$ cat config.mk
export PLATFORM = sky130hd
export DESIGN_NAME = stepper_sequencer
export DESIGN_NICKNAME = d
export VERILOG_FILES = /design/src/rtl/stepper_pkg.sv /design/src/rtl/step_counter.sv /design/src/rtl/coil_decoder.sv /design/src/rtl/coil_register.sv /design/src/rtl/stepper_sequencer.sv
export SDC_FILE = /design/constraint.sdc
export NUM_CORES = 1
export LEC_CHECK = 0
export BUFFER_PORTS_ARGS = -buffer_cell sky130_fd_sc_hd__buf_4
export CAP_MARGIN = 25
export CORE_AREA = 2 2 39 41
export CTS_CLUSTER_DIAMETER = 50
export DETAILED_ROUTE_END_ITERATION = 16
export DIE_AREA = 0 0 41 43
export GPL_ROUTABILITY_DRIVEN = 0
export PLACE_DENSITY_LB_ADDON = 0.12
export SLEW_MARGIN = 5
export SYNTH_ARGS = -nofsm -noshare
export SYNTH_HDL_FRONTEND = slang
export SYNTH_SLANG_ARGS = --single-unit
$ cat constraint.sdc
create_clock -name clk -period 4 [get_ports clk]
set_clock_uncertainty 0.1 [all_clocks]
set_input_delay 0.4 -clock clk [delete_from_list [all_inputs] [get_ports clk]]
set_output_delay 0.4 -clock clk [all_outputs]
set_load 0.01 [all_outputs]
$ cat src/rtl/stepper_pkg.sv
package stepper_pkg;

    localparam int COIL_N  = 4;
    localparam int PHASE_W = $clog2(COIL_N);
    localparam int STEP_N  = 2 * COIL_N;
    localparam int STEP_W  = $clog2(STEP_N);
    localparam int MODE_N  = 4;
    localparam int MODE_W  = $clog2(MODE_N);

    typedef logic [COIL_N-1:0]  coil_t;
    typedef logic [PHASE_W-1:0] phase_t;
    typedef logic [STEP_W-1:0]  step_t;

    typedef enum logic [MODE_W-1:0] {
        MODE_WAVE   = 2'd0,
        MODE_FULL   = 2'd1,
        MODE_HALF   = 2'd2,
        MODE_DIRECT = 2'd3
    } drive_mode_e;

    typedef struct packed {
        logic        step_en;
        logic        dir_up;
        drive_mode_e mode;
        coil_t       direct;
    } ctrl_t;

    // one energised coil at phase k
    function automatic coil_t single_coil(input phase_t k);
        coil_t r;
        r    = '0;
        r[k] = 1'b1;
        return r;
    endfunction

    // coil k plus its neighbour, wrapping past the last coil
    function automatic coil_t pair_coil(input phase_t k);
        coil_t  r;
        phase_t nxt;
        nxt    = k + phase_t'(1);
        r      = '0;
        r[k]   = 1'b1;
        r[nxt] = 1'b1;
        return r;
    endfunction

    function automatic coil_t half_coil(input step_t s);
        phase_t k;
        k = s[STEP_W-1:1];
        return s[0] ? pair_coil(k) : single_coil(k);
    endfunction

endpackage

$ cat src/rtl/step_counter.sv
module step_counter
    import stepper_pkg::*;
(
    input  logic  clk,
    input  logic  rst,
    input  logic  advance,
    input  logic  dir_up,
    output step_t cnt_d,
    output step_t cnt_q
);

    always_comb begin
        if (rst)
            cnt_d = '0;
        else if (advance)
            cnt_d = dir_up ? cnt_q + step_t'(1) : cnt_q - step_t'(1);
        else
            cnt_d = cnt_q;
    end

    always_ff @(posedge clk) begin
        cnt_q <= cnt_d;
    end

endmodule

$ cat src/rtl/coil_decoder.sv
module coil_decoder
    import stepper_pkg::*;
(
    input  step_t       step,
    input  drive_mode_e mode,
    input  coil_t       direct,
    output coil_t       pattern
);

    coil_t by_mode [MODE_N];

    for (genvar m = 0; m < MODE_N; m++) begin : g_mode
        if (m == int'(MODE_WAVE)) begin : g_wave
            assign by_mode[m] = single_coil(step[PHASE_W-1:0]);
        end else if (m == int'(MODE_FULL)) begin : g_full
            assign by_mode[m] = pair_coil(step[PHASE_W-1:0]);
        end else if (m == int'(MODE_HALF)) begin : g_half
            assign by_mode[m] = half_coil(step);
        end else begin : g_direct
            assign by_mode[m] = direct;
        end
    end

    assign pattern = by_mode[mode];

endmodule

$ cat src/rtl/coil_register.sv
module coil_register
    import stepper_pkg::*;
(
    input  logic  clk,
    input  logic  rst,
    input  coil_t next_coils,
    output coil_t coils_q
);

    always_ff @(posedge clk) begin
        if (rst)
            coils_q <= '0;
        else
            coils_q <= next_coils;
    end

endmodule

$ cat src/rtl/stepper_sequencer.sv
module stepper_sequencer
    import stepper_pkg::*;
(
    input  logic              clk,
    input  logic              rst,
    input  logic              step_en,
    input  logic              dir_up,
    input  logic [MODE_W-1:0] mode_sel,
    input  logic [COIL_N-1:0] direct_coils,
    output logic [COIL_N-1:0] coil_drive
);

    ctrl_t ctrl;
    step_t count_d;
    step_t count_q;
    coil_t pattern;
    coil_t coils_q;
    logic  advance;

    assign ctrl.step_en = step_en;
    assign ctrl.dir_up  = dir_up;
    assign ctrl.mode    = drive_mode_e'(mode_sel);
    assign ctrl.direct  = direct_coils;

    // the position is frozen while the counter is bypassed
    assign advance = ctrl.step_en && (ctrl.mode != MODE_DIRECT);

    step_counter u_counter (
        .clk     (clk),
        .rst     (rst),
        .advance (advance),
        .dir_up  (ctrl.dir_up),
        .cnt_d   (count_d),
        .cnt_q   (count_q)
    );

    // decode the position this edge will produce, so the pattern and the position line up
    coil_decoder u_decoder (
        .step    (count_d),
        .mode    (ctrl.mode),
        .direct  (ctrl.direct),
        .pattern (pattern)
    );

    coil_register u_outreg (
        .clk        (clk),
        .rst        (rst),
        .next_coils (pattern),
        .coils_q    (coils_q)
    );

    assign coil_drive = coils_q;

endmodule

==> flow_results.org, run 1 <==
** Outcome
- The run finished with clean final reports.

** Synthesis
- Seq/Total Area, Yosys :: 25.7%
- After synthesis, the netlist uses 30 different library cells.
- Yosys Warn Count :: 0
- The number of nets in the synthesized netlist is 81.
- Average size of a mapped cell :: 8.78 sq um
- Number of cells produced by synthesis :: 62
- The synthesized netlist occupies a cell area of 544 sq um.
- Synth Register Bits :: 7

** Critical path
- STA classifies the critical path startpoint as a flip-flop.
- Counting both buffers and inverters, the worst setup path holds a total of 2.
- STA classifies the critical path endpoint as a flip-flop.
- The kind of cell with the highest combined delay along the critical path is compound AO/OA/AOI/OAI gates.
- Peak per-stage delay on the critical path :: 0.60 ns
- Worst path cell trace :: inv_1 > fa_1 > a211oi_1 > inv_1 > ha_1 > nor3_1 > a21oi_1 > o21ai_0 > a221oi_1
- Reg2Reg Capture Point :: u_outreg.coils_q[3]
- Measured in cells, the most critical reg-to-reg path has a length of 9.
- Of all nets on the critical path, the largest fanout is 6.
- The critical path runs through a total of 9 cells.
- Slowest cell on crit path :: a211oi_1
- The critical path is of the flip-flop to flip-flop type.
- Following the worst setup path forward leads to its endpoint at u_outreg.coils_q[3].
- Tracing the worst setup path back leads to its startpoint at u_counter.cnt_q[1].
- The setup check on the worst reg-to-reg path leaves a slack of 1.39 ns.
- Most Frequent Cell on Critical Path :: inv_1
- Critical path required time :: 4.03 ns
- The worst register-to-register path begins at u_counter.cnt_q[1].
- Data arrives at the worst endpoint at 2.64 ns.

** Placed design
- OpenSTA, run right after detailed placement, puts the worst setup slack at 1.23 ns.
- Number of port buffers :: 13
- DP Wirelength :: 816 microns

** Timing
- After routing, the total negative slack on setup checks comes to 0 ns.
- After layout, the worst path uses 65.2% of the clock period.
- Based on the critical path, the design can be clocked at up to 383 MHz.
- Slew at the pin closest to its max-slew limit :: 0.701 ns
- Number of slew-limit violations in the final report :: 0
- Final Critical Period :: 2.61 ns
- Setup repair after global routing left no endpoint under its margin.
- Final Hold Violating Endpoints :: 0
- Final setup vio count :: 0
- Headroom to the max-slew limit came out at 53.0%.
- Across all setup checks in the final design, the least slack found is 1.39 ns.

** Pwr
- The analysis attributes to cell leakage a power of 0.319 nW.
- In this run the power density over the cells is 313 nW/um^2.
- IR analysis of the VDD net gives a maximum drop of 0.160 mV.

** Clock network
- Total setup buffers inserted after CTS :: 0
- H-Tree Level Count :: 1
- After clock tree synthesis, the clock-pin slew on the worst setup and hold paths is 0.06 ns.
- TritonCTS built the clock tree.
- The longest clock path from root to sink contains 2 buffers.
- Cell at the root of the clock tree :: clkbuf_4
- Hold_buf cts :: 0
- At the later pin of the worst-skew pair, clock insertion delay measures 0.26 ns.
- After clock tree synthesis, the repair step resized 0 gates.
- CTS Sinks :: 7
- In this run, CTS created clock tree buffers numbering 3.

** Floorplan
- In this run the standard cell core region covers 1380 sq um.
- The die is 41 microns wide.
- Once the floorplan was initialized, standard cells occupied 39.3% of the core.
- The die covers 1760 sq um.
- Height of the die :: 43 microns
- Number of core rows :: 14
- During I/O placement, the number of pins put on the boundary was 14.

** Layout
- Final core utilization :: 49.4%
- Area Growth Syn to Fin :: 25.5%
- In the final layout, the share of cells above drive strength 1 is 24.4%.
- After the last flow step, the layout net total stands at 98.
- Most frequent cells in the layout :: buf_4, ha_1, dfxtp_1, inv_1, nor2_1
- The library cell used most frequently in the layout, excluding fill and tap cells, is buf_4.
- Diodes inserted :: 0
- After filler insertion, the fill cell instance count of the layout stands at 143.

** GRT
- The first global-routing pass estimated 1.69 mm of wire.
- Global-route total usage across every layer :: 14.7%
- For this run the aggregate overflow at the end of global routing stands at 0.
- Pin count of the biggest net entering global routing :: 14
- The number of antenna violations at the first check in global routing came to 0.
- Vias in the first global route :: 403

** Routing
- Final WL :: 1.08 mm
- Router iterations before antenna repair :: 4
- For this block, the via count after detailed routing is 468.
- For this block, the initial DRC count from the detailed router was 7.
- Remaining routing DRC violations :: 0
- Antenna-violating nets left :: 0
- In the routed layout, each cell is associated on average with a via count of 4.98.
- Drt wl/cell :: 11.5 microns

** Hold path
- Worst min path class :: input pin to flip-flop

** Run
- Number of max-cap violations :: 0
-- worst min path at each step --
| stage | to | start | slack, ns | cells after the start |
|---|---|---|---|---|
| floorplan | u_counter.cnt_q[2] | rst | 0.40 | 1 |
| global placement | u_counter.cnt_q[1] | u_counter.cnt_q[1] | 0.49 | 2 |
| detailed placement | u_counter.cnt_q[1] | u_counter.cnt_q[1] | 0.51 | 2 |
| CTS | u_outreg.coils_q[1] | rst | 0.30 | 2 |
| global route | u_outreg.coils_q[1] | rst | 0.30 | 2 |
| finish | u_outreg.coils_q[1] | rst | 0.30 | 2 |
-- report_power, final --
group	internal (mW)	total (mW)	leakage [nW]	switching [mW]
Combinational	0.0317	0.0672	0.245	0.0355
Clock	0.0382	0.0665	0.0150	0.0283
Sequential	0.0772	0.0802	0.0581	0.00295
Total	0.147	0.214	0.319	0.0668
-- kinds of logic (layout without fill, tap and decap cells) --
| family | count (synthesis) | after routing | share of synthesized area (%) |
|---|---|---|---|
| and+or+nand+nor | 19 | 19 | 17.7 |
| AOI/OAI and AO/OA | 15 | 15 | 21.2 |
| adders and majority gates | 9 | 9 | 22.1 |
| buffers and inverters | 8 | 24 | 5.75 |
| DFF | 7 | 7 | 25.7 |
| xor gates and xnor gates | 2 | 2 | 3.22 |
| muxes | 2 | 2 | 4.37 |
-- sequential cells by signal, indices dropped and copies added (netlist names) --
name and count:
u_counter.cnt_q 3, u_outreg.coils_q 4
-- final cells by class --
type | count | area [sq um] | share of cell area, %
timing repair buffer | 13 | 97.6 | 14.3
tap | 16 | 20.0 | 2.93
sequential | 7 | 140 | 20.5
multi-input combinational | 47 | 373 | 54.6
inverter | 7 | 26.3 | 3.85
clock buffer | 4 | 26.3 | 3.85
-- layer usage --
layer	track usage (%)	up-vias	wire length, microns
met5	0	-	0
met4	2.00	0	0
met3	9.42	0	76
met2	22.8	10	524
met1	16.9	211	483
li1	-	247	-
-- cells in the mapped netlist (all sizes together) --
master | number | area, sq um
dfxtp | 7 | 140
o21ai | 2 | 10.0
nand3b | 1 | 7.51
o311ai | 1 | 8.76
or3 | 1 | 6.26
or2b | 1 | 7.51
inv | 7 | 26.3
a41oi | 1 | 8.76
o311a | 1 | 10.0
nand2b | 2 | 12.5
xor2 | 2 | 17.5
nand2 | 4 | 15.0
a21oi | 4 | 20.0
o22ai | 1 | 6.26
buf | 1 | 5.00
a21boi | 1 | 18.8
nor3 | 1 | 5.00
a211oi | 2 | 15.0
a211o | 1 | 8.76
or2 | 2 | 12.5
nor2b | 1 | 6.26
nand3 | 1 | 5.00
a221oi | 1 | 8.76
fa | 1 | 20.0
mux2i | 2 | 23.8
ha | 8 | 100
nor2 | 5 | 18.8
-- through the flow --
step | hold WS, ns | total power, mW | cell area (sq um) | std cells
floorplan | 0.403 | 0.124 | 544 | 62
global placement | 0.490 | 0.149 | 657 | 90
detailed placement | 0.509 | 0.149 | 657 | 90
CTS | 0.304 | 0.217 | 683 | 94
global route | 0.303 | 0.231 | 683 | 94
finish | 0.305 | 0.214 | 683 | 94
Power figures use the tool's default switching activity.
==> run 2: changes to the inputs <==
- ABC_AREA: default -> 1
- CORE_AREA: 2 2 39 41 -> default
- CORE_UTILIZATION: default -> 46
- DIE_AREA: 0 0 41 43 -> default
- clock period: 4 -> 2.35 ns (I/O delays scaled with it)
==> flow_results.org, run 2 <==
** Layout
- Area Growth Syn to Fin :: 25.3%
- Layout cell share with drive strength beyond 1 :: 38.0% (+14 points)
- The count of fill cells added during filler insertion came to 108 (-24%).
- The count of placed standard cells in the final layout, fillers left out was 114 (+21%).
- The number of nets in the finished design is 120 (+22%).
- The flip-flop count of the largest register, all copies and words added is 4 (unchanged).
- Most frequent standard cell in the layout excluding fill and tap cells :: buf_4
- The footprint of the multi-input gates came to 407 sq um (+9.1%).
- Leaving out fill and tap cells, the most frequent cells in the layout are buf_4, nand2_1, nor2_1, inv_1, ha_1.
- The largest registers in the layout are u_outreg.coils_q x4, u_counter.cnt_q x3.
- More flip-flops sit in one register than any other, and that register is u_outreg.coils_q.
- The number of inserted diodes came to 0 (unchanged).
- Register cell area after layout :: 141 sq um (+0.89%)

** Placed design
- # placed instances :: 109 (+21%)
- DP Wirelength :: 964 microns (+18%)
- Number of port buffers :: 13 (unchanged)

** Synthesis
- Number of different library cells in the post-synthesis netlist :: 22 (-27%)
- The number of synthesized flops with an enable pin was 0 (unchanged).
- nand2_1 is the most common cell in the netlist.
- Fraction of synthesized cell area taken by the top area cell type :: 22.2% (-3.6 points)
- By area the synthesized netlist is led by dfxtp_1, ha_1, nand2_1.
- Top post-synthesis cells by count :: nand2_1, nor2_1, inv_1, ha_1, dfxtp_1
- Total standard cell area after synthesis :: 632 sq um (+16%)
- Yosys Warn Count :: 0 (unchanged)
- The number of storage elements in the synthesis netlist was 7 (unchanged).
- Average size of a mapped cell :: 7.80 sq um (-11%)
- Fraction of registers with async set/reset :: 0% (unchanged)
- For this run, the leading register cell type out of synthesis is dfxtp_1.
- Cell taking the most area after synthesis :: dfxtp_1
- Seq/Total Area, Yosys :: 22.2% (-3.6 points)
- The cell count after synthesis came to 81 (+31%).
- Total nets after synthesis :: 100 (+23%)

** Critical path
- The signal on the critical path passes through inv_2 > fa_2 > or2_1 > a21oi_2 > nor2_1 > nor2_1 > o21ai_2 > ha_1 > nand4_1 > nand3_1 > a21oi_1.
- Worst Path Max Fanout :: 3 (-3)
- Slowest cell on crit path :: fa_2
- Most Frequent Cell on Critical Path :: nor2_1
- Data arrival time of the critical path :: 2.17 ns (-0.47 ns)
- The worst setup path is captured at a flip-flop.
- Reg2Reg Capture Point :: u_outreg.coils_q[2]
- Peak per-stage delay on the critical path :: 0.35 ns (-0.25 ns)
- The worst reg-to-reg setup slack came to 0.21 ns (-1.18 ns).
- Sum of buffers and inverters on the critical path :: 1 (-1)
- Critical path startpoint category :: flip-flop
- FF-to-FF path depth :: 11 (+2)
- Beginning of the worst register-to-register path :: u_counter.cnt_q[0]
- Classification of the worst setup path :: flip-flop to flip-flop
- Critical path required time :: 2.38 ns (-1.65 ns)
- The total stage count of the critical path is 11 (+2).
- The kind of cell with the highest combined delay along the critical path is adder cells.

** Timing
- The number of setup violations in the final report is 0 (unchanged).
- The count of final hold-check violations came to 0 (unchanged).
- The pin slew with the least headroom to its limit came to 0.183 ns (-0.517 ns).
- The maximum operating frequency is 467 MHz (+22%).
- Final Critical Period :: 2.14 ns (-0.468 ns)
- The final max-slew violation count is 0 (unchanged).
- Setup total negative slack :: 0 ns (unchanged)
- The relative slew slack was 87.8% (+35 points).
- The share of the cycle needed by the critical path after routing was 91.0% (+26 points).
- Unrepaired setup endpoints after global routing :: false

** Floorplan
- The core outline area was 1190 sq um (-14%).
- The count of boundary I/O pins is 14 (unchanged).
- Effective utilization at floorplan :: 53.3% (+14 points)
- The area of the die was 1530 sq um (-13%).
- The y dimension of the die was 39.1 microns (-9.2%).
- Die X-Extent :: 39.1 microns (-4.7%)
- Number of core rows :: 12 (-2)

** Hold path
- The path class of the tightest hold or removal check is input pin to flip-flop.
- Hold path start :: rst
- End of the worst hold path :: u_outreg.coils_q[1]
- Hold Path Depth :: 2 (unchanged)

** Pwr
- The peak ir drop on the vdd network is 0.274 mV (+71%).
- Leakage power :: 0.416 nW (+30%)
- The total power per unit cell area was 476 nW/um^2 (+52%).

** Clock network
- The number of H-tree levels came to 1 (unchanged).
- Hold_buf cts :: 0 (unchanged)
- CTS tree :: done
- Number of clock buffers inserted by TritonCTS :: 3 (unchanged)
- Cell at the root of the clock tree :: clkbuf_4
- Clock network latency to the later pin of the worst-skew pair :: 0.25 ns (about the same)
- The clock slew seen by the registers of the worst setup and hold paths came to 0.06 ns (about the same).
- The number of sinks handled by clock tree synthesis was 7 (unchanged).
- Longest Clk Path Bufs :: 2 (unchanged)

** Routing
- Router iterations before antenna repair :: 4 (unchanged)
- The vias after detailed routing is 557 (+19%).
- The routed via count divided by cell count is 4.89 (-1.9%).
- DRT iter0 DRCs :: 19 (+12)
- Drt wl/cell :: 10.7 microns (-6.9%)
- The DRC violation count after routing is 0 (unchanged).
- The count of nets left with antenna violations after detail routing came to 0 (unchanged).
- The aggregate routed wire length was 1.22 mm (+13%).

** Outcome
- Result of the run :: completed

** GRT
- Global-route total usage across every layer :: 20.5% (+5.8 points)
- The number of global-route vias before repair was 495 (+23%).
- The first-pass GRT wire length was 2.05 mm (+21%).
- Number of antenna violations at the first check in global routing :: 0 (unchanged)
- Overflow left after global routing :: 0 (unchanged)
- Pin count of the biggest net entering global routing :: 11 (-3)

** Run
- The max-cap check violation count was 0 (unchanged).
[run 2: cell types whose count changed in the layout (fill, tap and decap cells not counted), sizes merged, moves of 3 or more]
cell / previous run / this run
nand2: 4 / 19
nand3: 1 / 7
nor2: 5 / 11
inv: 7 / 12
buf: 13 / 16
nand4: 0 / 3
[run 2: cell families after synthesis]
logic type                 synth area share, %
buffers and inverters                     14.5
AOI/OAI and AO/OA                         9.11
adders and majority gates                 19.0
and+or+nand+nor                           35.2
DFF                                       22.2
[run 2: layout make-up]
cell class / instances / share of cell area [%]
Tap cell: 14 / 2.21
Multi-Input combinational cell: 59 / 51.3
Timing Repair Buffer: 16 / 15.2
Inverter: 14 / 10.1
Sequential cell: 7 / 17.9
Clock buffer: 4 / 3.32
[run 2: timing repair]
| action | CTS | global route |
|---|---|---|
| setup endpoints to repair | 0 | 3 |
| resized for setup | 0 | 3 |
| endpoints found under the hold margin | 0 | 0 |
| setup buffers | 0 | 1 |
[run 2: power breakdown]
part | switching [mW] | internal, mW | leakage (nW)
registers | 0.00358 | 0.130 | 0.0583
logic | 0.0730 | 0.0621 | 0.342
clock network | 0.0434 | 0.0647 | 0.0150
[run 2: stage by stage]
stage / power (mW) / setup WS (ns) / util [%] / hold WS (ns) / area, sq um
final: 0.377 / 0.211 / 66.8 / 0.0949 / 792
after detailed placement: 0.267 / 0.136 / 63.3 / 0.346 / 751
after global placement: 0.264 / 0.166 / 63.3 / 0.343 / 751
after floorplan: 0.223 / 0.225 / - / 0.197 / 632
after CTS: 0.374 / 0.113 / 65.5 / 0.0941 / 777
after global routing: 0.405 / 0.0309 / 66.8 / 0.0911 / 792
[run 2: worst register-to-register path, stage by stage, from the launching register on]
cell     delay, ns
dfxtp_2       0.33
inv_2         0.06
fa_2          0.35
or2_1         0.23
a21oi_2       0.15
nor2_1        0.05
nor2_1        0.12
o21ai_2       0.09
ha_1          0.28
nand4_1       0.10
nand3_1       0.11
a21oi_1       0.06
[run 2: worst max path at each step]
stage,from,slack (ns),to
2_1_floorplan,u_counter.cnt_q[0],0.23,u_outreg.coils_q[0]
3_3_place_gp,u_counter.cnt_q[0],0.17,u_outreg.coils_q[2]
3_5_place_dp,u_counter.cnt_q[0],0.14,u_outreg.coils_q[0]
4_1_cts,u_counter.cnt_q[0],0.11,u_outreg.coils_q[0]
5_1_grt,u_counter.cnt_q[1],0.03,u_outreg.coils_q[0]
6_report,u_counter.cnt_q[0],0.21,u_outreg.coils_q[2]
[run 2: metal layers]
| layer | vias up | share of wire (%) | global-route usage, % |
|---|---|---|---|
| li1 | 295 | - | - |
| met1 | 242 | 47 | 25.4 |
| met2 | 20 | 46 | 33.3 |
| met3 | 0 | 6.4 | 6.94 |
| met4 | 0 | 0 | 5.17 |
| met5 | - | 0 | 0 |
==> run 3: changes to the inputs <==
- ABC_AREA: 1 -> default
- CORE_AREA: default -> 2 2 39 41
- CORE_UTILIZATION: 46 -> default
- DIE_AREA: default -> 0 0 41 43
==> flow_results.org, run 3 (synthesis gave the netlist of run 1 again) <==
** Clock network
- The number of sinks handled by clock tree synthesis is 7 (unchanged).
- The number of buffers inserted for hold repair after clock tree synthesis was 0 (unchanged).
- The clock slew seen by the registers of the worst setup and hold paths came to 0.05 ns (about the same).
- Clock network latency to the later pin of the worst-skew pair :: 0.25 ns (about the same)
- The total clock buffers created by CTS was 3 (unchanged).
- Longest Clk Path Bufs :: 2 (unchanged)
- CTS tree :: done
- Cell at the root of the clock tree :: clkbuf_4
- H-Tree Level Count :: 1 (unchanged)

** Layout
- The number of nets in the finished design is 106 (-12%).
- u_outreg.coils_q holds more flip-flops than any other register.
- The number of inserted diodes is 0 (unchanged).
- The final design instance area without fill was 758 sq um (-4.3%).
- Registers with the highest flip-flop counts :: u_outreg.coils_q x4, u_counter.cnt_q x3
- The flip-flop count of the largest register, all copies and words added came to 4 (unchanged).
- The count of placed standard cells in the final layout, fillers left out is 102 (-11%).
- The top cell types in the final layout, fill and taps aside, are buf_4, ha_1, nor2_1, inv_1, dfxtp_1.
- From synthesis to final layout, the design area changed by 39.3%.
- Most frequent standard cell in the layout excluding fill and tap cells :: buf_4
- Layout cell share with drive strength beyond 1 :: 38.4% (+0.37 points)

** Placed design
- The total placed cells including tap cells was 95 (-13%).
- DP Wirelength :: 859 microns (-11%)
- Number of port buffers :: 13 (unchanged)
- The standard cell area after detailed placement is 694 sq um (-7.5%).

** Timing
- Number of slew-limit violations in the final report :: 0 (unchanged)
- The number of setup violations in the final report came to 0 (unchanged).
- The share of the cycle needed by the critical path after routing is 97.6% (+6.5 points).
- Slew at the pin closest to its max-slew limit :: 0.230 ns (+0.0472 ns)
- Final Hold Violating Endpoints :: 0 (unchanged)
- Fmax :: 436 MHz (-6.7%)
- The final critical delay including setup and external delays came to 2.29 ns (+0.153 ns).
- The relative slew slack was 84.4% (-3.4 points).
- Setup repair after global routing could not meet its margin everywhere.

** Critical path
- The buffers plus inverters on the worst setup path came to 1 (unchanged).
- The worst register-to-register path ends at u_outreg.coils_q[0].
- In this run the worst setup path terminates at u_outreg.coils_q[0].
- The worst register-to-register path begins at u_counter.cnt_q[1].
- Top cell family by delay on the critical path :: simple AND/OR/NAND/NOR gates
- The most critical setup path has its startpoint at u_counter.cnt_q[1].
- Slowest cell on crit path :: or3_4
- Type of destination of the critical path :: flip-flop
- The worst reg-to-reg setup slack was 0.06 ns (-0.15 ns).
- Classification of the worst setup path :: flip-flop to flip-flop
- The worst reg2reg path depth was 9 (-2).
- The signal on the critical path passes through inv_2 > fa_2 > xor2_1 > nand2_1 > xor2_1 > or2_1 > ha_1 > or3_4 > o311a_1.
- Worst Path Max Fanout :: 2 (-1)
- The worst setup path is launched from a flip-flop.
- The total stage count of the critical path was 9 (-2).
- Data arrival time of the critical path :: 2.33 ns (+0.16 ns)
- Most Frequent Cell on Critical Path :: xor2_1
- Peak per-stage delay on the critical path :: 0.37 ns (+0.02 ns)
- The endpoint required time on the critical path is 2.38 ns (about the same).

** Run
- The max-cap check violation count came to 0 (unchanged).

** Floorplan
- The y dimension of the die was 43 microns (+10%).
- Die area :: 1760 sq um (+16%)
- Effective utilization at floorplan :: 39.3% (-14 points)
- The x dimension of the die came to 41 microns (+5.0%).
- Number of core rows :: 14 (+2)
- Core Region :: 1380 sq um (+17%)
- Number of ports placed on the die boundary :: 14 (unchanged)

** Pwr
- The total power per unit cell area came to 501 nW/um^2 (+5.2%).
- Leakage power :: 0.361 nW (-13%)
- The peak ir drop on the vdd network came to 0.297 mV (+8.4%).

** Routing
- The vias after detailed routing came to 495 (-11%).
- The aggregate routed wire length was 1.07 mm (-12%).
- The routed length per placed instance came to 10.5 microns (-1.9%).
- The DRC violation count after routing came to 0 (unchanged).
- The routed via count divided by cell count came to 4.85 (-0.68%).
- The number of design-rule violations left by the first detailed-router iteration was 4 (-15).
- Antenna-violating nets left :: 0 (unchanged)
- The number of optimization iterations in the first detailed-route pass is 3 (-1).

** Hold path
- Worst min path class :: input pin to flip-flop
- Hold Path Depth :: 2 (unchanged)

** GRT
- The total global routing overflow was 0 (unchanged).
- The number of antenna violations at the first check in global routing was 0 (unchanged).
- The global-route usage over all layers is 15.0% (-5.5 points).
- Pin count of the biggest net entering global routing :: 14 (+3)
- Vias in the first global route :: 435 (-12%)
- The first-pass GRT wire length is 1.73 mm (-16%).

** Outcome
- Result of the run :: completed
## run 3: per-stage QoR
| stage | util [%] | hold slack [ns] | TNS (ns) | total power [mW] | setup WS (ns) |
|---|---|---|---|---|---|
| final | 54.8 | 0.153 | 0 | 0.380 | 0.0573 |
| after detailed placement | 50.2 | 0.414 | -0.153 | 0.265 | -0.111 |
| after global placement | 50.2 | 0.415 | -0.101 | 0.264 | -0.0853 |
| after CTS | 53.0 | 0.148 | 0 | 0.378 | 0.000523 |
| after global routing | 54.8 | 0.150 | -0.135 | 0.413 | -0.0720 |
| after floorplan | - | 0.238 | 0 | 0.212 | 0.00486 |
## run 3: what timing repair did
| item | in CTS | in global routing |
|---|---|---|
| buffers inserted | 1 | 2 |
| endpoints found under the setup margin | 2 | 4 |
| pin swaps | 5 | 1 |
| gates cloned | 0 | 0 |
| gates resized for setup | 3 | 3 |
| endpoints found under the hold margin | 0 | 0 |
## run 3: cell type report
cell class	instances	area, sq um
well taps	16	20.0
repair buffers	21	158
multi-input cells	47	385
fillers	140	626
clock buffers	4	26.3
flip-flops and latches	7	143
inverters	7	26.3
## run 3: layer usage
metal,share of wire (%),global-route usage (%),vias up
met2,49,23.1,10
met3,7.4,9.42,0
met5,0,0,-
met4,0,4.00,0
li1,-,-,261
met1,43,16.6,224
## run 3: worst reg2reg max path, stage by stage, from the launching register on
cell and delay [ns]:
dfxtp_2 0.33, inv_2 0.04, fa_2 0.34, xor2_1 0.13, nand2_1 0.08, xor2_1 0.15
or2_1 0.23, ha_1 0.28, or3_4 0.37, o311a_1 0.13
## run 3: how the worst min path moves through the flow
stage,from,end,slack (ns)
2_1_floorplan,rst,u_counter.cnt_q[2],0.24
3_3_place_gp,rst,u_outreg.coils_q[1],0.42
3_5_place_dp,rst,u_counter.cnt_q[2],0.41
4_1_cts,rst,u_counter.cnt_q[2],0.15
5_1_grt,rst,u_counter.cnt_q[2],0.15
6_report,rst,u_counter.cnt_q[2],0.15
## run 3: power breakdown
group	switching (mW)	internal [mW]
clock network	0.0418	0.0646
logic	0.0655	0.0711
registers	0.00431	0.132
